File: config.mk
export PLATFORM = sky130hd
export DESIGN_NAME = gauge_i2c_target
export DESIGN_NICKNAME = d
export VERILOG_FILES = /design/src/rtl/gauge_i2c_pkg.sv /design/src/rtl/gauge_i2c_sync.sv /design/src/rtl/gauge_i2c_dp.sv /design/src/rtl/gauge_i2c_ctrl.sv /design/src/rtl/gauge_i2c_target.sv
export SDC_FILE = /design/constraint.sdc
export NUM_CORES = 1
export LEC_CHECK = 0
export BUFFER_PORTS_ARGS = -buffer_cell sky130_fd_sc_hd__buf_2
export CAP_MARGIN = 20
export CELL_PAD_IN_SITES_DETAIL_PLACEMENT = 0
export CELL_PAD_IN_SITES_GLOBAL_PLACEMENT = 1
export CORE_MARGIN = 2
export CORE_UTILIZATION = 47
export CTS_CLUSTER_DIAMETER = 150
export CTS_CLUSTER_SIZE = 12
export DETAILED_ROUTE_END_ITERATION = 8
export PLACE_DENSITY_LB_ADDON = 0.05
export SLEW_MARGIN = 20
export SYNTH_ARGS = -nofsm -noshare
export SYNTH_HDL_FRONTEND = slang
export SYNTH_SLANG_ARGS = --single-unit
File: constraint.sdc
create_clock -name clk -period 5.01 [get_ports clk]
set_input_delay 0 -clock clk [delete_from_list [all_inputs] [get_ports clk]]
set_output_delay 0 -clock clk [all_outputs]
set_load 0.05 [all_outputs]
File: src/rtl/gauge_i2c_pkg.sv
package gauge_i2c_pkg;
  localparam int BYTE_W = 8;

  typedef enum logic [2:0] {
    ST_IDLE,
    ST_RX,
    ST_RXACK,
    ST_TX,
    ST_TXACK
  } busState_e;

  typedef enum logic [1:0] {
    K_ADDR,
    K_CMD,
    K_DATA
  } byteKind_e;

  // strobes from control to datapath, one cycle each
  typedef struct packed {
    logic shiftIn;
    logic setPtr;
    logic wrByte;
    logic incPtr;
    logic txLoad;
    logic txNext;
    logic ackOn;
    logic sdaRel;
    logic snapClr;
  } dpStrobe_t;
endpackage

File: src/rtl/gauge_i2c_sync.sv
module gauge_i2c_sync #(
  parameter int STAGES = 2
) (
  input  logic clk,
  input  logic rstN,
  input  logic din,
  output logic dout
);
  logic [STAGES-1:0] pipe;

  always_ff @(posedge clk or negedge rstN) begin
    if (!rstN) pipe <= '1;
    else       pipe <= {pipe[STAGES-2:0], din};
  end

  assign dout = pipe[STAGES-1];
endmodule

File: src/rtl/gauge_i2c_dp.sv
module gauge_i2c_dp
  import gauge_i2c_pkg::*;
#(
  parameter int               PTR_W       = 8,
  parameter logic [PTR_W-1:0] ACC_HI_PTR  = 8'h02,
  parameter logic [PTR_W-1:0] ACC_LO_PTR  = 8'h03,
  parameter int               SYNC_STAGES = 2
) (
  input  logic              clk,
  input  logic              rstN,
  input  logic              sclIn,
  input  logic              sdaIn,
  input  dpStrobe_t         st,
  input  logic [BYTE_W-1:0] regRdData,
  input  logic [BYTE_W-1:0] accLoData,
  output logic              sclRise,
  output logic              sclFall,
  output logic              startEv,
  output logic              stopEv,
  output logic              sdaBit,
  output logic [BYTE_W-1:0] rxByte,
  output logic [PTR_W-1:0]  regAddr,
  output logic              regWrEn,
  output logic              regRdEn,
  output logic [BYTE_W-1:0] regWrData,
  output logic              sdaOe
);
  localparam int LINES = 2;

  logic [LINES-1:0] rawLine, syncLine;
  assign rawLine = {sclIn, sdaIn};

  for (genvar g = 0; g < LINES; g++) begin : g_sync
    gauge_i2c_sync #(.STAGES(SYNC_STAGES)) u_sync (
      .clk (clk),
      .rstN(rstN),
      .din (rawLine[g]),
      .dout(syncLine[g])
    );
  end

  logic sclS, sdaS, sclD, sdaD;
  assign sclS = syncLine[1];
  assign sdaS = syncLine[0];

  always_ff @(posedge clk or negedge rstN) begin
    if (!rstN) begin
      sclD <= 1'b1;
      sdaD <= 1'b1;
    end else begin
      sclD <= sclS;
      sdaD <= sdaS;
    end
  end

  assign sclRise = sclS & ~sclD;
  assign sclFall = ~sclS & sclD;
  assign startEv = sclS & sclD & sdaD & ~sdaS;
  assign stopEv  = sclS & sclD & ~sdaD & sdaS;
  assign sdaBit  = sdaS;

  logic [BYTE_W-1:0] rxShift, txShift, snap, loadByte;
  logic [PTR_W-1:0]  ptr;
  logic              snapValid, oeQ;

  assign loadByte = (ptr == ACC_LO_PTR && snapValid) ? snap : regRdData;

  always_ff @(posedge clk or negedge rstN) begin
    if (!rstN) begin
      rxShift   <= '0;
      txShift   <= '0;
      snap      <= '0;
      snapValid <= 1'b0;
      ptr       <= '0;
      oeQ       <= 1'b0;
    end else begin
      if (st.shiftIn) rxShift <= {rxShift[BYTE_W-2:0], sdaS};

      if (st.setPtr)                    ptr <= PTR_W'(rxShift);
      else if (st.wrByte || st.incPtr)  ptr <= ptr + PTR_W'(1);

      if (st.txLoad)      txShift <= loadByte;
      else if (st.txNext) txShift <= {txShift[BYTE_W-2:0], 1'b0};

      if (st.ackOn)       oeQ <= 1'b1;
      else if (st.txLoad) oeQ <= ~loadByte[BYTE_W-1];
      else if (st.txNext) oeQ <= ~txShift[BYTE_W-2];
      else if (st.sdaRel) oeQ <= 1'b0;

      if (st.snapClr) snapValid <= 1'b0;
      else if (st.txLoad) begin
        if (ptr == ACC_HI_PTR) begin
          snap      <= accLoData;
          snapValid <= 1'b1;
        end else if (ptr == ACC_LO_PTR) begin
          snapValid <= 1'b0;
        end
      end
    end
  end

  assign rxByte    = rxShift;
  assign regAddr   = ptr;
  assign regWrEn   = st.wrByte;
  assign regRdEn   = st.txLoad;
  assign regWrData = rxShift;
  assign sdaOe     = oeQ;

  // a new pull-down begins only after SCL was seen low
  a_r10_pull_only_scl_low: assert property (@(posedge clk) disable iff (!rstN)
    $rose(sdaOe) |-> !$past(sclS));

  // a write strobe lasts a single cycle
  a_r4_wr_single_pulse: assert property (@(posedge clk) disable iff (!rstN)
    regWrEn |=> !regWrEn);

  // after a written byte the pointer has moved on by one
  a_r5_ptr_step_after_write: assert property (@(posedge clk) disable iff (!rstN)
    regWrEn |=> regAddr == $past(regAddr) + PTR_W'(1));

  // a low-byte load with a live copy sends the copy
  a_r9_lo_from_snapshot: assert property (@(posedge clk) disable iff (!rstN)
    (regRdEn && regAddr == ACC_LO_PTR && snapValid) |=> txShift == $past(snap));
endmodule

File: src/rtl/gauge_i2c_ctrl.sv
module gauge_i2c_ctrl
  import gauge_i2c_pkg::*;
#(
  parameter logic [6:0] SLAVE_ADDR = 7'b1100100
) (
  input  logic              clk,
  input  logic              rstN,
  input  logic              sclRise,
  input  logic              sclFall,
  input  logic              startEv,
  input  logic              stopEv,
  input  logic              sdaBit,
  input  logic [BYTE_W-1:0] rxByte,
  output dpStrobe_t         st
);
  localparam int CNT_W = $clog2(BYTE_W + 1);
  localparam logic [CNT_W-1:0] LAST_BIT = CNT_W'(BYTE_W);

  busState_e       state, stateN;
  byteKind_e       kind, kindN;
  logic            rnw, rnwN, mAck, mAckN;
  logic [CNT_W-1:0] bitCnt, cntN;

  always_comb begin
    st     = '0;
    stateN = state;
    kindN  = kind;
    rnwN   = rnw;
    mAckN  = mAck;
    cntN   = bitCnt;
    if (startEv) begin
      stateN     = ST_RX;
      kindN      = K_ADDR;
      cntN       = '0;
      st.sdaRel  = 1'b1;
      st.snapClr = 1'b1;
    end else if (stopEv) begin
      stateN     = ST_IDLE;
      st.sdaRel  = 1'b1;
      st.snapClr = 1'b1;
    end else begin
      unique case (state)
        ST_RX: begin
          if (sclRise) begin
            st.shiftIn = 1'b1;
            cntN       = bitCnt + CNT_W'(1);
          end else if (sclFall && bitCnt == LAST_BIT) begin
            cntN = '0;
            unique case (kind)
              K_ADDR: begin
                if (rxByte[BYTE_W-1:1] == SLAVE_ADDR) begin
                  st.ackOn = 1'b1;
                  rnwN     = rxByte[0];
                  stateN   = ST_RXACK;
                end else begin
                  stateN = ST_IDLE;
                end
              end
              K_CMD: begin
                st.setPtr = 1'b1;
                st.ackOn  = 1'b1;
                stateN    = ST_RXACK;
              end
              default: begin
                st.wrByte = 1'b1;
                st.ackOn  = 1'b1;
                stateN    = ST_RXACK;
              end
            endcase
          end
        end
        ST_RXACK: begin
          if (sclFall) begin
            if (kind == K_ADDR && rnw) begin
              st.txLoad = 1'b1;
              cntN      = CNT_W'(1);
              stateN    = ST_TX;
            end else begin
              st.sdaRel = 1'b1;
              stateN    = ST_RX;
              kindN     = (kind == K_ADDR) ? K_CMD : K_DATA;
            end
          end
        end
        ST_TX: begin
          if (sclFall) begin
            if (bitCnt == LAST_BIT) begin
              st.sdaRel = 1'b1;
              stateN    = ST_TXACK;
            end else begin
              st.txNext = 1'b1;
              cntN      = bitCnt + CNT_W'(1);
            end
          end
        end
        ST_TXACK: begin
          if (sclRise) begin
            mAckN     = ~sdaBit;
            st.incPtr = ~sdaBit;
          end else if (sclFall) begin
            if (mAck) begin
              st.txLoad = 1'b1;
              cntN      = CNT_W'(1);
              stateN    = ST_TX;
            end else begin
              stateN = ST_IDLE;
            end
          end
        end
        default: ;
      endcase
    end
  end

  always_ff @(posedge clk or negedge rstN) begin
    if (!rstN) begin
      state  <= ST_IDLE;
      kind   <= K_ADDR;
      rnw    <= 1'b0;
      mAck   <= 1'b0;
      bitCnt <= '0;
    end else begin
      state  <= stateN;
      kind   <= kindN;
      rnw    <= rnwN;
      mAck   <= mAckN;
      bitCnt <= cntN;
    end
  end

  // an idle target neither acknowledges nor touches the bank
  a_r3_idle_quiet: assert property (@(posedge clk) disable iff (!rstN)
    (state == ST_IDLE && !startEv) |-> !(st.ackOn || st.wrByte || st.txLoad || st.setPtr));

  // an address acknowledge needs a matching address byte
  a_r2_ack_needs_match: assert property (@(posedge clk) disable iff (!rstN)
    (st.ackOn && state == ST_RX && kind == K_ADDR) |-> rxByte[BYTE_W-1:1] == SLAVE_ADDR);

  // once a read byte is refused, the next state is idle
  a_r8_nak_ends_read: assert property (@(posedge clk) disable iff (!rstN)
    (state == ST_TXACK && sclFall && !mAck && !startEv && !stopEv) |=> state == ST_IDLE);
endmodule

File: src/rtl/gauge_i2c_target.sv
module gauge_i2c_target
  import gauge_i2c_pkg::*;
#(
  parameter logic [6:0] SLAVE_ADDR  = 7'b1100100,
  parameter int         PTR_W       = 8,
  parameter logic [PTR_W-1:0] ACC_HI_PTR = 8'h02,
  parameter logic [PTR_W-1:0] ACC_LO_PTR = 8'h03,
  parameter int         SYNC_STAGES = 2
) (
  input  logic             clk,
  input  logic             rstN,
  input  logic             sclIn,
  input  logic             sdaIn,
  output logic             sdaOe,
  output logic [PTR_W-1:0] regAddr,
  output logic             regWrEn,
  output logic [7:0]       regWrData,
  output logic             regRdEn,
  input  logic [7:0]       regRdData,
  input  logic [7:0]       accLoData
);
  dpStrobe_t         st;
  logic              sclRise, sclFall, startEv, stopEv, sdaBit;
  logic [BYTE_W-1:0] rxByte;

  gauge_i2c_ctrl #(.SLAVE_ADDR(SLAVE_ADDR)) u_ctrl (
    .clk    (clk),
    .rstN   (rstN),
    .sclRise(sclRise),
    .sclFall(sclFall),
    .startEv(startEv),
    .stopEv (stopEv),
    .sdaBit (sdaBit),
    .rxByte (rxByte),
    .st     (st)
  );

  gauge_i2c_dp #(
    .PTR_W      (PTR_W),
    .ACC_HI_PTR (ACC_HI_PTR),
    .ACC_LO_PTR (ACC_LO_PTR),
    .SYNC_STAGES(SYNC_STAGES)
  ) u_dp (
    .clk      (clk),
    .rstN     (rstN),
    .sclIn    (sclIn),
    .sdaIn    (sdaIn),
    .st       (st),
    .regRdData(regRdData),
    .accLoData(accLoData),
    .sclRise  (sclRise),
    .sclFall  (sclFall),
    .startEv  (startEv),
    .stopEv   (stopEv),
    .sdaBit   (sdaBit),
    .rxByte   (rxByte),
    .regAddr  (regAddr),
    .regWrEn  (regWrEn),
    .regRdEn  (regRdEn),
    .regWrData(regWrData),
    .sdaOe    (sdaOe)
  );
endmodule

==> After elaboration in Yosys (flattened, before gate mapping) <==
Index checks and enable logic that the tools add are counted.
{ "word_totals": {"regBits": 50, "input_bits": 20, "word_cells": 159, "out_inout_bits": 19} }
{ "classes": {"reduce_logical": 22, "add_sub_neg": 2, "n_bitwise": 17, "eq_ne": 26, "mux": 77} }
{ "op_table": {"columns": ["operator", "count"], "rows": [
  ["4-bit 2-to-1 mux", 11],
  ["3-bit 2-to-1 mux", 11],
  ["1-bit 2-to-1 mux", 32],
  ["7-bit 2-to-1 mux", 4],
  ["2-bit 2-to-1 mux", 12],
  ["8-bit 2-to-1 mux", 3],
  ["4-bit by 3-bit inequality test with 1-bit output, second input constant", 6],
  ["8-bit by 2-bit equality test with 1-bit output, second input constant", 2],
  ["4-bit case mux with 4 select lines", 1],
  ["3-bit by 2-bit inequality test with 1-bit output, second input constant", 5],
  ["3-bit case mux with 4 select lines", 1],
  ["1-bit inverter", 10],
  ["10-bit AND reduction", 1],
  ["2-bit nonzero test", 5],
  ["8-bit by 1-bit adder with 8-bit output, second input constant", 1],
  ["4-bit inequality test, second input constant", 2],
  ["4-bit AND reduction", 2],
  ["8-bit AND reduction", 1],
  ["1-bit AND", 7],
  ["7-bit equality test, second input constant", 1],
  ["7-bit AND reduction", 1],
  ["3-bit by 2-bit equality test with 1-bit output, second input constant", 2],
  ["3-bit inequality test, second input constant", 2],
  ["6-bit nonzero test", 1],
  ["16 further kinds", 20]
]} }

==> Longest topological paths before layout <==
Gate-level depths: netlist of run 1.
{ "depth": {"word_depth": 11, "mapped_depth": 9, "depth_no_buf": 7} }

==> Hierarchy <==
A second synthesis of run 1 with hierarchy kept.
{ "unflattened": {"cells_unflattened": 275, "hier_area_um2": 2817.7} }
{ "modules_own_cells": {"columns": ["mod", "seq_area_each_um2", "area_per_inst_um2", "cells_per_inst", "n_inst"], "rows": [
  ["gauge_i2c_dp", 878.3, 1781.7, 164, 1],
  ["gauge_i2c_ctrl", 275.3, 930.9, 107, 1],
  ["gauge_i2c_sync", 52.6, 52.6, 2, 2]
]} }

==> Worst setup path after synthesis of run 1 <==
No wires, ideal clock.
{ "synth_timing": {"path_kind": "reg-to-reg", "start": "register u_ctrl.kind[0]", "end": "register u_dp.snap[0]", "t_required_ns": 4.883, "stages_incl_launch_ff": 9, "arrival_ns": 2.060, "setup_slack_ns": 2.822, "period_less_slack_ns": 2.188, "path_buffers": 2, "setup_ns": 0.127, "cell_sequence": "dfrtp_1 nor3b_2 a21boi_1 or3_1 buf_2 inv_2 and3_1 buf_6 mux2_1"} }
{ "synth_via": {"elab_chain_cells": 8} }
{ "synth_lines": {"columns": ["item", "line_no", "text"], "rows": [
  ["from (decl)", "gauge_i2c_ctrl.sv:20", "byteKind_e kind, kindN;"],
  ["from (signal assigned)", "gauge_i2c_ctrl.sv:124", "kind <= kindN;"],
  ["2-bit logical NOT", "gauge_i2c_ctrl.sv:74", "if (kind == K_ADDR && rnw) begin"],
  ["1-bit logical AND", "gauge_i2c_ctrl.sv:74", null],
  ["1-bit 2-to-1 mux", "gauge_i2c_ctrl.sv:74", null],
  ["1-bit 2-to-1 mux", "gauge_i2c_ctrl.sv:73", "if (sclFall) begin"],
  ["1-bit case mux with 2 select lines", "gauge_i2c_ctrl.sv:42", "unique case (state)"],
  ["7-bit 2-to-1 mux", "gauge_i2c_ctrl.sv:37", "end else if (stopEv) begin"],
  ["7-bit 2-to-1 mux", "gauge_i2c_ctrl.sv:31", "if (startEv) begin"],
  ["via regRdEn", "gauge_i2c_target.sv:18", "output logic regRdEn,"],
  ["3-bit AND reduction (no source line)", null, null],
  ["to (signal assigned)", "gauge_i2c_dp.sv:93", "snap <= accLoData;"],
  ["to (decl)", "gauge_i2c_dp.sv:62", "logic [BYTE_W-1:0] rxShift, txShift, snap, loadByte;"]
]} }
The timed path passes the listed nets, and every way through them passes these cells.
A chain may end at the register's enable or synchronous reset.

==> Final worst setup path of run 1 <==
{ "layout_timing": {"start": "register u_ctrl.state[0]", "end": "register u_dp.ptr[1] (netlist: u_dp.regAddr[1])"} }
{ "layout_via": {"elab_chain_cells": 6, "word_cells_on_any_way": 9, "classes_between": "eq/ne: 2; mux: 5; reduce/logical: 2"} }
{ "layout_lines": {"columns": ["item", "line_no", "text"], "rows": [
  ["from (decl)", "gauge_i2c_ctrl.sv:19", "busState_e state, stateN;"],
  ["from (signal assigned)", "gauge_i2c_ctrl.sv:123", "state <= stateN;"],
  ["3-bit by 1-bit equality test with 1-bit output or 3-bit equality test (tied branches)", "gauge_i2c_ctrl.sv:42", null],
  ["3-bit 2-to-1 mux or 1-bit 2-to-1 mux (tied branches)", "gauge_i2c_ctrl.sv:42", null],
  ["7-bit 2-to-1 mux (*)", "gauge_i2c_ctrl.sv:37", null],
  ["7-bit 2-to-1 mux (*)", "gauge_i2c_ctrl.sv:31", null],
  ["1-bit logical OR", "gauge_i2c_dp.sv:80", "else if (st.wrByte || st.incPtr) ptr <= ptr + PTR_W'(1);"],
  ["2-bit nonzero test (no source line)", null, null],
  ["to (signal assigned)", "gauge_i2c_dp.sv:79", "if (st.setPtr) ptr <= PTR_W'(rxShift);"],
  ["to (signal assigned)", "gauge_i2c_dp.sv:80", null],
  ["to (decl)", "gauge_i2c_dp.sv:63", "logic [PTR_W-1:0] ptr;"]
]} }
Every way passes the cells marked *; elsewhere a longest branch is shown, timed or not.

==> results of run 1 <==
cells by family after synthesis:
family                   count (synthesis)
AND/OR/NAND/NOR                         96
AO/OA/AOI/OAI                           70
flip-flops                              50
multiplexers                            30
buffers and inverters                   25
adder cells (fa/ha/maj)                  4
XOR/XNOR                                 2
cell usage in the layout (no fill, tap or decap), drive strengths merged, types with 3 or more instances in the layout:
| cell type | instances |
|---|---|
| a21oi | 23 |
| and3 | 6 |
| buf | 39 |
| clkbuf | 6 |
| dfrtp | 44 |
| dfstp | 6 |
| dlygate4sd3 | 11 |
| ha | 4 |
| inv | 13 |
| mux2 | 20 |
| mux2i | 10 |
| nand2 | 23 |
| nand2b | 5 |
| nand3 | 20 |
| nand3b | 3 |
| nand4 | 4 |
| nor2 | 12 |
| nor2b | 6 |
| nor3 | 4 |
| nor3b | 3 |
| o211ai | 3 |
| o21ai | 19 |
| o221ai | 7 |
| o22ai | 3 |
critical path, delay by kind of cell, from the launching register on:
kind / cells / cell delay, ns
and+or+nand+nor: 3 / 1.47
DFF: 1 / 0.69
muxes: 1 / 0.28
AOI/OAI and AO/OA: 1 / 0.06
cell type report:
class,count,area (um2),share of cell area
flip-flops and latches,50,1259,0.3904
inverters,13,48.80,0.01513
clock inverters,2,60.06,0.01863
repair buffers,50,307.8,0.09546
well taps,72,90.09,0.02794
clock buffers,6,82.58,0.02561
multi-input cells,202,1376,0.4269
per-layer routing:
layer / share of wire / GRT usage / vias to the layer above
li1: - / - / 1105
met1: 0.49 / 0.2980 / 1096
met2: 0.46 / 0.3300 / 48
met3: 0.040 / 0.04270 / 5
met4: 0.0097 / 0.05085 / 0
met5: 0 / 0 / -
sequential cells by signal (all words and copies together) (netlist names), 2 cells and up:
| name | count |
|---|---|
| u_ctrl.kind | 2 |
| u_dp.regWrData | 8 |
| u_dp.txShift | 7 |
| u_dp.g_sync.u_sync.pipe | 4 |
| u_dp.snap | 8 |
| u_ctrl.bitCnt | 4 |
| u_ctrl.state | 3 |
| u_dp.regAddr | 8 |
power groups by stage:
stage	clock network [uW]	registers [uW]	logic (uW)
6_report	348	503	242
5_1_grt	371	512	259
4_1_cts	355	502	244
3_5_place_dp	0	509	237
3_3_place_gp	0	509	237
2_1_floorplan	0	585	85.5
worst min-delay path by stage:
| stage | to | startpoint | cells after the start | slack, ns |
|---|---|---|---|---|
| detailed placement | u_dp.g_sync[0].u_sync.pipe[0] | sdaIn | 1 | 0.11 |
| CTS | u_dp.txShift[0] | regRdData[0] | 3 | 0.006 |
| finish | u_dp.txShift[0] | regRdData[0] | 3 | 0.02 |
| global route | u_dp.sdaOe | regRdData[7] | 3 | 0.02 |
| global placement | u_dp.g_sync[0].u_sync.pipe[0] | sdaIn | 1 | 0.11 |
| floorplan | u_ctrl.bitCnt[0] | rstN | 0 | -0.30 |
per-stage QoR:
step	total power [uW]	cell area [um2]	hold slack, ns	cells	setup WS (ns)
global route	1142	3224	0.02392	395	2.006
CTS	1100	3218	0.006371	395	2.348
finish	1093	3224	0.02012	395	2.402
detailed placement	745.9	2965	0.1062	376	2.375
floorplan	670.9	2736	-0.2956	277	2.822
global placement	746.0	2965	0.1076	376	2.418
==> impl_results.html, run 1 <==
<table>
<tr><th>Metric</th><th>Value</th></tr>
<tr><th colspan="2">Status</th></tr>
<tr><td>Status</td><td>completed</td></tr>
<tr><th colspan="2">Worst setup path</th></tr>
<tr><td>Register-to-register setup slack</td><td>2.40 ns</td></tr>
<tr><td>FF-to-FF path depth</td><td>5</td></tr>
<tr><td>Worst-path cell with the longest stage delay</td><td>nand4_1</td></tr>
<tr><td>Critical path fanouts, max</td><td>22</td></tr>
<tr><td>Worst Setup SP</td><td>u_ctrl.state[0]</td></tr>
<tr><td>Worst-path cell chain</td><td>nor3b_2, nand4_1, nor2_1, a21oi_1, mux2_2</td></tr>
<tr><td>WS Path Type</td><td>flop to flop</td></tr>
<tr><td>Worst path required time</td><td>5.21 ns</td></tr>
<tr><td>Peak per-stage delay on the critical path</td><td>0.70 ns</td></tr>
<tr><td>Beginning of the worst register-to-register path</td><td>u_ctrl.state[0]</td></tr>
<tr><td>Worst setup path end</td><td>u_dp.regAddr[1]</td></tr>
<tr><td>Crit path capture type</td><td>flop</td></tr>
<tr><td>Reg-to-reg critical path endpoint</td><td>u_dp.regAddr[1]</td></tr>
<tr><td>Arr. time, crit path</td><td>2.81 ns</td></tr>
<tr><td>Crit start category</td><td>flop</td></tr>
<tr><th colspan="2">Drt</th></tr>
<tr><td>Antenna Nets Post-Route</td><td>0</td></tr>
<tr><td>Total via count in the routed design</td><td>2254</td></tr>
<tr><td>DRC errors left</td><td>0</td></tr>
<tr><td>DRT Wirelength</td><td>6113 um</td></tr>
<tr><td>Routed wire per std cell</td><td>15.48 um</td></tr>
<tr><td>Vias per Instance</td><td>5.706</td></tr>
<tr><td>Initial detailed-routing violation count</td><td>98</td></tr>
<tr><td>First-pass iteration count of the detailed router</td><td>4</td></tr>
<tr><th colspan="2">Power</th></tr>
<tr><td>Pwr per Cell Area</td><td>339.0 nW/um2</td></tr>
<tr><td>Net load switching power</td><td>360.4 uW</td></tr>
<tr><td>Share of total power in sequential cells</td><td>0.460</td></tr>
<tr><td>Switching part of the total power</td><td>0.3296</td></tr>
<tr><td>Maximum vdd ir drop</td><td>151.2 uV</td></tr>
<tr><td>Fraction of power consumed by the clock network</td><td>0.319</td></tr>
<tr><td>Comb pwr share</td><td>0.221</td></tr>
<tr><td>Leak pwr</td><td>0.001569 uW</td></tr>
<tr><td>Internal Pwr Total</td><td>732.9 uW</td></tr>
<tr><th colspan="2">Yosys</th></tr>
<tr><td>Simple-gate area share of the yosys netlist</td><td>0.1934</td></tr>
<tr><td>Proportion of synthesized chip area in sequential cells</td><td>0.4600</td></tr>
<tr><td>Total number of yosys warnings</td><td>0</td></tr>
<tr><td>Post-synthesis async set-or-reset flop share</td><td>1.000</td></tr>
<tr><td>Net count after synthesis</td><td>301</td></tr>
<tr><td>Area of the mapped netlist</td><td>2736 um2</td></tr>
<tr><td>Xor/xnor share of the synthesized area</td><td>0.006401</td></tr>
<tr><td>Number of synthesized flops with an enable pin</td><td>0</td></tr>
<tr><td>Cell accounting for the most synthesized area</td><td>dfrtp_1</td></tr>
<tr><td>Compound-Gate Fraction of Synth Area</td><td>0.1623</td></tr>
<tr><td>Main combinational cell family by area after synthesis</td><td>simple AND/OR/NAND/NOR gates</td></tr>
<tr><td>Number of synthesized register bits</td><td>50</td></tr>
<tr><td>Most common cell in the synthesized netlist</td><td>dfrtp_1</td></tr>
<tr><td>Number of instances in the synthesized netlist</td><td>277</td></tr>
<tr><td>Mean instance size in the synthesized netlist</td><td>9.879 um2</td></tr>
<tr><td>Commonest cells in the netlist</td><td>dfrtp_1 (44), a21oi_1 (23), nand2_1 (23)</td></tr>
<tr><td>Portion of netlist area occupied by mux cells</td><td>0.1203</td></tr>
<tr><td>Predominant post-synthesis flop cell</td><td>dfrtp_1</td></tr>
<tr><td>Arithmetic-cell share of the synthesized area counting full adders, half adders and majority gates</td><td>0.01829</td></tr>
<tr><td>Most area-consuming cells after synthesis</td><td>dfrtp_1 (40%), dfstp_2 (5.8%), mux2_2 (4.5%), a21oi_1 (4.2%), mux2i_1 (3.7%)</td></tr>
<tr><td>Top cell type's share of synthesized area</td><td>0.4024</td></tr>
<tr><td>Distinct cells, synth</td><td>57</td></tr>
<tr><th colspan="2">GRT</th></tr>
<tr><td>Number of global-route vias before repair</td><td>2189</td></tr>
<tr><td>All-layer global routing usage</td><td>0.2099</td></tr>
<tr><td>Sum of overflow across all layers after global routing</td><td>0</td></tr>
<tr><td>Maximum number of pins on one net before global-route repair</td><td>51</td></tr>
<tr><td>Global-route wire length before repair</td><td>10490 um</td></tr>
<tr><td>Antenna violations before repair</td><td>0</td></tr>
<tr><th colspan="2">STA</th></tr>
<tr><td>Final critical delay including setup and external delays</td><td>2.608 ns</td></tr>
<tr><td>Fmax</td><td>383.5 MHz</td></tr>
<tr><td>Worst-case clock skew</td><td>0.009087 ns</td></tr>
<tr><td>Number of endpoints failing setup at the final stage</td><td>0</td></tr>
<tr><td>Slew Limit Fails</td><td>0</td></tr>
<tr><td>Hold Vio Cnt, Final</td><td>0</td></tr>
<tr><td>Setup_tns</td><td>0 ns</td></tr>
<tr><td>Remaining max-slew budget at the tightest pin</td><td>0.4712</td></tr>
<tr><td>Unrepaired setup endpoints after global routing</td><td>no</td></tr>
<tr><td>Least-Margin Pin Slew</td><td>0.7908 ns</td></tr>
<tr><td>Part of the cycle the worst path needs</td><td>0.5205</td></tr>
<tr><th colspan="2">Clock network</th></tr>
<tr><td>Post CTS Setup Buffer Count</td><td>0</td></tr>
<tr><td>Hold buffer count at CTS</td><td>11</td></tr>
<tr><td>Clock tree from TritonCTS</td><td>done</td></tr>
<tr><td>Latest clock arrival within the worst-skew pair</td><td>0.30 ns</td></tr>
<tr><td>Root Driver</td><td>clkbuf_8</td></tr>
<tr><td>Clk sinks</td><td>50</td></tr>
<tr><td>Number of buffers on the longest clock path</td><td>2</td></tr>
<tr><td>Clock slew at reported path FFs</td><td>0.09 ns</td></tr>
<tr><td>Num CTS Buffers</td><td>5</td></tr>
<tr><td>H-tree Lvls</td><td>2</td></tr>
<tr><td>Number of gates resized after cts</td><td>0</td></tr>
<tr><th colspan="2">Floorplanning</th></tr>
<tr><td>Number of top-level pins</td><td>39</td></tr>
<tr><td>Chip height</td><td>80.30 um</td></tr>
<tr><td>Floorplan Core Area</td><td>5574 um2</td></tr>
<tr><td>Die Wd</td><td>80.30 um</td></tr>
<tr><td>Row Count</td><td>27</td></tr>
<tr><td>Die area</td><td>6448 um2</td></tr>
<tr><td>Starting Density</td><td>0.4909</td></tr>
<tr><th colspan="2">Placement</th></tr>
<tr><td>Post-detailed-placement half-perimeter wirelength</td><td>4237 um</td></tr>
<tr><td>Weighted congestion at the end of routability-driven global placement</td><td>0.8985</td></tr>
<tr><td>Total of buffers placed on input and output ports</td><td>38</td></tr>
<tr><th colspan="2">Flow run</th></tr>
<tr><td>Max-cap violations</td><td>0</td></tr>
<tr><th colspan="2">Finish</th></tr>
<tr><td>Core occupancy in the finished layout</td><td>0.5785</td></tr>
<tr><td>Count of fill cells added during filler insertion</td><td>498</td></tr>
<tr><td>Number of nets in the layout</td><td>346</td></tr>
<tr><td>Count of inserted antenna diode cells</td><td>0</td></tr>
<tr><td>Layout overhead on the synthesized area</td><td>17.83%</td></tr>
<tr><td>Fraction of final layout cells sized beyond drive strength 1</td><td>0.2322</td></tr>
<tr><th colspan="2">Min path</th></tr>
<tr><td>Type of the worst min-delay path</td><td>primary input to flop</td></tr>
</table>
(Power assumes the default switching activity.)
==> inputs of run 2 (changes only) <==
Settings changed: CORE_UTILIZATION 47 to 40.
Clock period 5.01 ns to 2.2 ns, I/O delays scaled along.
==> run 2 against run 1 <==
Compared with the run above:
- global-route usage is 2.0 points lower
- utilization is 7.8 points lower
- design area is 4.4% higher
- largest cell class unchanged
- routed wire length is 8.8% higher
- sequential cell count stayed put
- sequential share of layout area is 1.6 points lower
- hold slack worse by 0.0047 ns
- sequential power is 120% higher
- clock power is 92% higher
- final cell count is 7.6% higher
- power is 120% higher
- combinational power is 150% higher
==> impl_results.html, run 2 (synthesized netlist as in run 1, its figures left out) <==
<table>
<tr><th>Metric</th><th>Value</th></tr>
<tr><th colspan="2">Clock network</th></tr>
<tr><td>Latest clock arrival within the worst-skew pair</td><td>0.31 ns</td></tr>
<tr><td>Number of buffers on the longest clock path</td><td>2</td></tr>
<tr><td>Clk sinks</td><td>50</td></tr>
<tr><td>Num CTS Buffers</td><td>5</td></tr>
<tr><td>H-tree Lvls</td><td>2</td></tr>
<tr><td>Post CTS Setup Buffer Count</td><td>0</td></tr>
<tr><td>Root Driver</td><td>clkbuf_8</td></tr>
<tr><td>Number of gates resized after cts</td><td>0</td></tr>
<tr><td>Clock tree from TritonCTS</td><td>done</td></tr>
<tr><td>Clock slew at reported path FFs</td><td>0.10 ns</td></tr>
<tr><th colspan="2">GRT</th></tr>
<tr><td>Number of global-route vias before repair</td><td>2269</td></tr>
<tr><td>Antenna violations before repair</td><td>0</td></tr>
<tr><td>Global-route wire length before repair</td><td>11130 um</td></tr>
<tr><td>Maximum number of pins on one net before global-route repair</td><td>23</td></tr>
<tr><td>All-layer global routing usage</td><td>0.1900</td></tr>
<tr><td>Sum of overflow across all layers after global routing</td><td>0</td></tr>
<tr><th colspan="2">Power</th></tr>
<tr><td>Internal Pwr Total</td><td>1545 uW</td></tr>
<tr><td>Share of total power in sequential cells</td><td>0.472</td></tr>
<tr><td>Switching part of the total power</td><td>0.3545</td></tr>
<tr><td>Maximum vdd ir drop</td><td>373.1 uV</td></tr>
<tr><td>Pwr per Cell Area</td><td>711.2 nW/um2</td></tr>
<tr><td>Fraction of power consumed by the clock network</td><td>0.279</td></tr>
<tr><td>Leak pwr</td><td>0.001667 uW</td></tr>
<tr><td>Net load switching power</td><td>848.5 uW</td></tr>
<tr><td>Comb pwr share</td><td>0.249</td></tr>
<tr><th colspan="2">Finish</th></tr>
<tr><td>Count of inserted antenna diode cells</td><td>0</td></tr>
<tr><td>Number of nets in the layout</td><td>368</td></tr>
<tr><td>Commonest non-fill, non-tap cells in the layout</td><td>dfrtp_1 (44), buf_2 (38), a21oi_1 (23), nand2_1 (23), buf_4 (22)</td></tr>
<tr><td>Fraction of final layout cells sized beyond drive strength 1</td><td>0.2754</td></tr>
<tr><td>Layout overhead on the synthesized area</td><td>23.00%</td></tr>
<tr><td>Most frequent standard cell in the layout excluding fill and tap cells</td><td>dfrtp_1</td></tr>
<tr><td>Non-Filler Cell Area, Final</td><td>3366 um2</td></tr>
<tr><td>Count of fill cells added during filler insertion</td><td>635</td></tr>
<tr><th colspan="2">STA</th></tr>
<tr><td>Slew Limit Fails</td><td>0</td></tr>
<tr><td>Final WS setup</td><td>0.1430 ns</td></tr>
<tr><td>Fmax</td><td>486.2 MHz</td></tr>
<tr><td>Remaining max-slew budget at the tightest pin</td><td>0.7581</td></tr>
<tr><td>Least-Margin Pin Slew</td><td>0.3620 ns</td></tr>
<tr><td>Number of endpoints failing setup at the final stage</td><td>0</td></tr>
<tr><td>Unrepaired setup endpoints after global routing</td><td>no</td></tr>
<tr><td>Worst-case clock skew</td><td>0.004849 ns</td></tr>
<tr><td>Setup_tns</td><td>0 ns</td></tr>
<tr><td>Hold Vio Cnt, Final</td><td>0</td></tr>
<tr><td>Part of the cycle the worst path needs</td><td>0.9350</td></tr>
<tr><td>Final critical delay including setup and external delays</td><td>2.057 ns</td></tr>
<tr><th colspan="2">Worst setup path</th></tr>
<tr><td>Buf/Inv on CP</td><td>1</td></tr>
<tr><td>Crit path max-delay family</td><td>simple AND/OR/NAND/NOR gates</td></tr>
<tr><td>Arr. time, crit path</td><td>2.26 ns</td></tr>
<tr><td>Crit path capture type</td><td>flop</td></tr>
<tr><td>FF-to-FF path depth</td><td>5</td></tr>
<tr><td>Peak per-stage delay on the critical path</td><td>0.54 ns</td></tr>
<tr><td>Worst-path cell chain</td><td>or4_1, nor3_2, and3_1, buf_4, mux2_1</td></tr>
<tr><td>WS Path Type</td><td>flop to flop</td></tr>
<tr><td>Worst path required time</td><td>2.40 ns</td></tr>
<tr><td>Reg-to-reg critical path endpoint</td><td>u_dp.snap[6]</td></tr>
<tr><td>Crit start category</td><td>flop</td></tr>
<tr><td>Critical path fanouts, max</td><td>9</td></tr>
<tr><td>Worst-path cell with the longest stage delay</td><td>or4_1</td></tr>
<tr><td>Beginning of the worst register-to-register path</td><td>u_dp.regAddr[5]</td></tr>
<tr><td>Register-to-register setup slack</td><td>0.14 ns</td></tr>
<tr><th colspan="2">Placement</th></tr>
<tr><td>Post-detailed-placement half-perimeter wirelength</td><td>4929 um</td></tr>
<tr><td>Cell Area, Placed</td><td>3133 um2</td></tr>
<tr><td>Weighted congestion at the end of routability-driven global placement</td><td>0.8034</td></tr>
<tr><td>Total of buffers placed on input and output ports</td><td>38</td></tr>
<tr><td>Setup WS pre-CTS</td><td>0.1570 ns</td></tr>
<tr><th colspan="2">Min path</th></tr>
<tr><td>Type of the worst min-delay path</td><td>primary input to flop</td></tr>
<tr><td>Worst-case hold path end point</td><td>u_dp.txShift[1]</td></tr>
<tr><td>Cell depth of the worst min-delay path</td><td>3</td></tr>
<tr><td>Hold Startpoint</td><td>regRdData[1]</td></tr>
<tr><th colspan="2">Drt</th></tr>
<tr><td>DRC errors left</td><td>0</td></tr>
<tr><td>DRT Wirelength</td><td>6650 um</td></tr>
<tr><td>Initial detailed-routing violation count</td><td>104</td></tr>
<tr><td>First-pass iteration count of the detailed router</td><td>4</td></tr>
<tr><td>Antenna Nets Post-Route</td><td>0</td></tr>
<tr><td>Total via count in the routed design</td><td>2320</td></tr>
<tr><td>Routed wire per std cell</td><td>15.65 um</td></tr>
<tr><td>Vias per Instance</td><td>5.459</td></tr>
<tr><th colspan="2">Flow run</th></tr>
<tr><td>Max-cap violations</td><td>0</td></tr>
<tr><th colspan="2">Floorplanning</th></tr>
<tr><td>Floorplan Core Area</td><td>6719 um2</td></tr>
<tr><td>Die area</td><td>7519 um2</td></tr>
<tr><td>Starting Density</td><td>0.4073</td></tr>
<tr><td>Chip height</td><td>86.71 um</td></tr>
<tr><td>Row Count</td><td>30</td></tr>
<tr><td>Number of top-level pins</td><td>39</td></tr>
<tr><td>Die Wd</td><td>86.71 um</td></tr>
<tr><th colspan="2">Status</th></tr>
<tr><td>Status</td><td>completed</td></tr>
</table>
-- run 2: routing by layer --
layer | vias to the layer above | share of wire | global-route usage
met2 | 46 | 0.45 | 0.2937
met3 | 8 | 0.030 | 0.03238
li1 | 1150 | - | -
met1 | 1116 | 0.51 | 0.2760
met4 | 0 | 0.013 | 0.05114
met5 | - | 0 | 0
-- run 2: repair_timing --
item,4_1_cts,5_1_grt
setup endpoints to repair,0,0
endpoints found under the hold margin,57,0
hold buffers,12,0
-- run 2: area by class of cell --
type	instances	area [um2]	area share
clock buffer	5	68.82	0.02045
timing repair buffer	72	475.5	0.1413
inverter	13	48.80	0.01450
multi-input combinational	202	1370	0.4071
sequential	50	1259	0.3740
tap	80	100.1	0.02974
clock inverter	3	43.79	0.01301
-- run 2: through the flow --
stage / power [uW] / hold WS [ns] / instances / utilization
finish: 2394 / 0.01543 / 425 / 0.5009
detailed placement: 1729 / -0.09643 / 405 / 0.4663
CTS: 2415 / 0.005644 / 425 / 0.5009
global route: 2516 / 0.007101 / 425 / 0.5009
global placement: 1727 / -0.09436 / 405 / 0.4663
floorplan: 1528 / -0.2956 / 277 / -
-- run 2: worst max path at each step --
stage               startpoint           end  cells past startpoint
4_1_cts        u_dp.regAddr[5]  u_dp.snap[2]                      5
5_1_grt         u_ctrl.kind[0]  u_dp.snap[1]                      7
2_1_floorplan   u_ctrl.kind[0]  u_dp.snap[0]                      8
6_report       u_dp.regAddr[5]  u_dp.snap[6]                      5
3_5_place_dp   u_dp.regAddr[5]  u_dp.snap[3]                      5
3_3_place_gp   u_dp.regAddr[5]  u_dp.snap[5]                      5
-- run 2: worst min-delay path: cells and delay by family --
kind / cells / cell delay [ns]
compound gates: 1 / 0.15
buf+inv: 1 / 0.07
mux: 1 / 0.06
-- run 2: power groups by stage --
stage	Combinational (uW)	Clock, uW	Sequential (uW)
detailed placement	582	0	1150
CTS	599	685	1130
floorplan	195	0	1330
global route	643	725	1150
global placement	581	0	1150
finish	597	668	1130
==> inputs of run 3 (changes only) <==
Settings changed: CORE_UTILIZATION 40 to 44.
Clock period 2.2 ns to 1.9 ns, I/O delays scaled along.
==> run 3 against run 2 <==
Compared with the run above:
- the run now ends with setup timing left
- final cell count grew 6.6%
- sequential power up 14%
- register-to-register slack worse by 0.17 ns
- critical path type unchanged
- critical endpoint is now u_dp.sdaOe
- highest routed layer unchanged
==> impl_results.html, run 3 (synthesized netlist as in run 1, its figures left out) <==
<table>
<tr><th>Metric</th><th>Value</th></tr>
<tr><th colspan="2">STA</th></tr>
<tr><td>Slew Limit Fails</td><td>0</td></tr>
<tr><td>Worst-case clock skew</td><td>0.007979 ns</td></tr>
<tr><td>Remaining max-slew budget at the tightest pin</td><td>0.7619</td></tr>
<tr><td>Number of endpoints failing setup at the final stage</td><td>5</td></tr>
<tr><td>Hold Vio Cnt, Final</td><td>0</td></tr>
<tr><td>Setup_tns</td><td>-0.04221 ns</td></tr>
<tr><td>Fmax</td><td>519.1 MHz</td></tr>
<tr><td>Final critical delay including setup and external delays</td><td>1.926 ns</td></tr>
<tr><td>Tightest hold margin</td><td>0.009651 ns</td></tr>
<tr><td>Part of the cycle the worst path needs</td><td>1.014</td></tr>
<tr><td>Unrepaired setup endpoints after global routing</td><td>yes</td></tr>
<tr><td>Least-Margin Pin Slew</td><td>0.3562 ns</td></tr>
<tr><td>Final WS setup</td><td>-0.02623 ns</td></tr>
<tr><th colspan="2">Worst setup path</th></tr>
<tr><td>Crit start category</td><td>flop</td></tr>
<tr><td>WS Path Type</td><td>flop to flop</td></tr>
<tr><td>Peak per-stage delay on the critical path</td><td>0.54 ns</td></tr>
<tr><td>Crit path capture type</td><td>flop</td></tr>
<tr><td>Critical path fanouts, max</td><td>8</td></tr>
<tr><td>Worst-path cell with the longest stage delay</td><td>or4_4</td></tr>
<tr><td>Arr. time, crit path</td><td>2.16 ns</td></tr>
<tr><td>Worst-path cell chain</td><td>or4_4, nor3_4, nand3_4, mux2_4, o211ai_2</td></tr>
<tr><td>Worst path required time</td><td>2.13 ns</td></tr>
<tr><th colspan="2">Floorplanning</th></tr>
<tr><td>Row Count</td><td>28</td></tr>
<tr><td>Starting Density</td><td>0.4595</td></tr>
<tr><td>Number of top-level pins</td><td>39</td></tr>
<tr><td>Die Wd</td><td>82.86 um</td></tr>
<tr><td>Die area</td><td>6866 um2</td></tr>
<tr><td>Floorplan Core Area</td><td>5956 um2</td></tr>
<tr><td>Chip height</td><td>82.86 um</td></tr>
<tr><th colspan="2">Clock network</th></tr>
<tr><td>Clock tree from TritonCTS</td><td>done</td></tr>
<tr><td>Clock slew at reported path FFs</td><td>0.10 ns</td></tr>
<tr><td>H-tree Lvls</td><td>2</td></tr>
<tr><td>Root Driver</td><td>clkbuf_8</td></tr>
<tr><td>Latest clock arrival within the worst-skew pair</td><td>0.30 ns</td></tr>
<tr><td>Number of buffers on the longest clock path</td><td>2</td></tr>
<tr><td>Clk sinks</td><td>50</td></tr>
<tr><td>Num CTS Buffers</td><td>5</td></tr>
<tr><th colspan="2">Finish</th></tr>
<tr><td>Non-Filler Cell Area, Final</td><td>3762 um2</td></tr>
<tr><td>Layout overhead on the synthesized area</td><td>37.49%</td></tr>
<tr><td>Count of fill cells added during filler insertion</td><td>513</td></tr>
<tr><td>Count of inserted antenna diode cells</td><td>0</td></tr>
<tr><td>Fraction of final layout cells sized beyond drive strength 1</td><td>0.3915</td></tr>
<tr><td>Most frequent standard cell in the layout excluding fill and tap cells</td><td>buf_4</td></tr>
<tr><td>Commonest non-fill, non-tap cells in the layout</td><td>buf_4 (45), dfrtp_1 (41), buf_2 (36)</td></tr>
<tr><td>Number of nets in the layout</td><td>401</td></tr>
<tr><td>Core occupancy in the finished layout</td><td>0.6317</td></tr>
<tr><td>Final Instance Count excl. Fillers</td><td>453</td></tr>
<tr><th colspan="2">Power</th></tr>
<tr><td>Maximum vdd ir drop</td><td>598.1 uV</td></tr>
<tr><td>Pwr per Cell Area</td><td>730.4 nW/um2</td></tr>
<tr><td>Leak pwr</td><td>0.001839 uW</td></tr>
<tr><th colspan="2">Drt</th></tr>
<tr><td>First-pass iteration count of the detailed router</td><td>4</td></tr>
<tr><td>Routed wire per std cell</td><td>15.33 um</td></tr>
<tr><td>Antenna Nets Post-Route</td><td>0</td></tr>
<tr><td>DRT Wirelength</td><td>6945 um</td></tr>
<tr><td>Total via count in the routed design</td><td>2467</td></tr>
<tr><td>Vias per Instance</td><td>5.446</td></tr>
<tr><td>DRC errors left</td><td>0</td></tr>
<tr><td>Initial detailed-routing violation count</td><td>86</td></tr>
<tr><th colspan="2">GRT</th></tr>
<tr><td>Global-route wire length before repair</td><td>11360 um</td></tr>
<tr><td>Sum of overflow across all layers after global routing</td><td>0</td></tr>
<tr><td>Antenna violations before repair</td><td>0</td></tr>
<tr><td>Maximum number of pins on one net before global-route repair</td><td>51</td></tr>
<tr><td>Number of global-route vias before repair</td><td>2284</td></tr>
<tr><td>All-layer global routing usage</td><td>0.2003</td></tr>
<tr><th colspan="2">Placement</th></tr>
<tr><td>Weighted congestion at the end of routability-driven global placement</td><td>0.7953</td></tr>
<tr><td>Placed Cells incl. Taps</td><td>426</td></tr>
<tr><td>Post-detailed-placement half-perimeter wirelength</td><td>4970 um</td></tr>
<tr><td>Cell Area, Placed</td><td>3393 um2</td></tr>
<tr><td>Total of buffers placed on input and output ports</td><td>38</td></tr>
<tr><th colspan="2">Flow run</th></tr>
<tr><td>Max-cap violations</td><td>0</td></tr>
<tr><th colspan="2">Min path</th></tr>
<tr><td>Type of the worst min-delay path</td><td>primary input to flop</td></tr>
<tr><th colspan="2">Status</th></tr>
<tr><td>Failing checks</td><td>setup timing</td></tr>
<tr><td>Status</td><td>finished with violations</td></tr>
</table>
==> run 3: through the flow <==
step | setup slack (ns) | power [uW]
6_report | -0.02623 | 2748
5_1_grt | -0.1132 | 2899
4_1_cts | -0.09240 | 2754
3_5_place_dp | -0.1461 | 2068
3_3_place_gp | -0.08217 | 2061
2_1_floorplan | -0.1260 | 1769
==> run 3: area by class of cell <==
cell class	count	area, um2	area share
clock buffer	6	82.58	0.02195
tap	75	93.84	0.02494
multi-input combinational	203	1453	0.3861
timing repair buffer	104	802.0	0.2132
clock inverter	2	12.51	0.003326
sequential	50	1262	0.3356
inverter	13	56.30	0.01497
==> run 3: final timing paths <==
kind	startpoint	endpoint	slack, ns	cells past startpoint
hold / removal	regRdData[3]	u_dp.txShift[3]	0.01	3
min in group asynchronous	rstN	u_ctrl.state[0]	0.19	3
max in group asynchronous	rstN	u_dp.g_sync[0].u_sync.pipe[1]	1.41	3
setup / recovery	u_dp.regAddr[4]	u_dp.sdaOe	-0.03	5
setup reg to reg	u_dp.regAddr[4]	u_dp.sdaOe	-0.03	5
hold reg to reg	u_dp.g_sync[1].u_sync.pipe[0]	u_dp.g_sync[1].u_sync.pipe[1]	0.36	0
==> run 3: layer usage <==
metal / up-vias / routed length, um / global-route usage
met4: 0 / 65 / 0.05216
met3: 7 / 182 / 0.02982
met5: - / 0 / 0
li1: 1217 / - / -
met1: 1196 / 3413 / 0.2939
met2: 47 / 3283 / 0.3109
==> run 3: worst max-delay path: cells and delay by family (launching register included) <==
family	cells	cell delay [ns]
and+or+nand+nor	3	0.97
DFF	1	0.41
muxes	1	0.35
AOI/OAI and AO/OA	1	0.12
==> run 3: where the power goes <==
part	leakage (uW)	switching [uW]	internal, uW	total, uW
Clock	0.0000472	363	294	656
Combinational	0.00117	488	309	797
Sequential	0.000623	129	1170	1290
==> run 3: repair_timing <==
item | 4_1_cts | 5_1_grt
pin swaps | 8 | 9
setup endpoints to repair | 16 | 31
setup buffers | 1 | 5
resized for setup | 6 | 21
endpoints found under the hold margin | 61 | 0
hold buffers | 12 | 0
cloned | 0 | 2
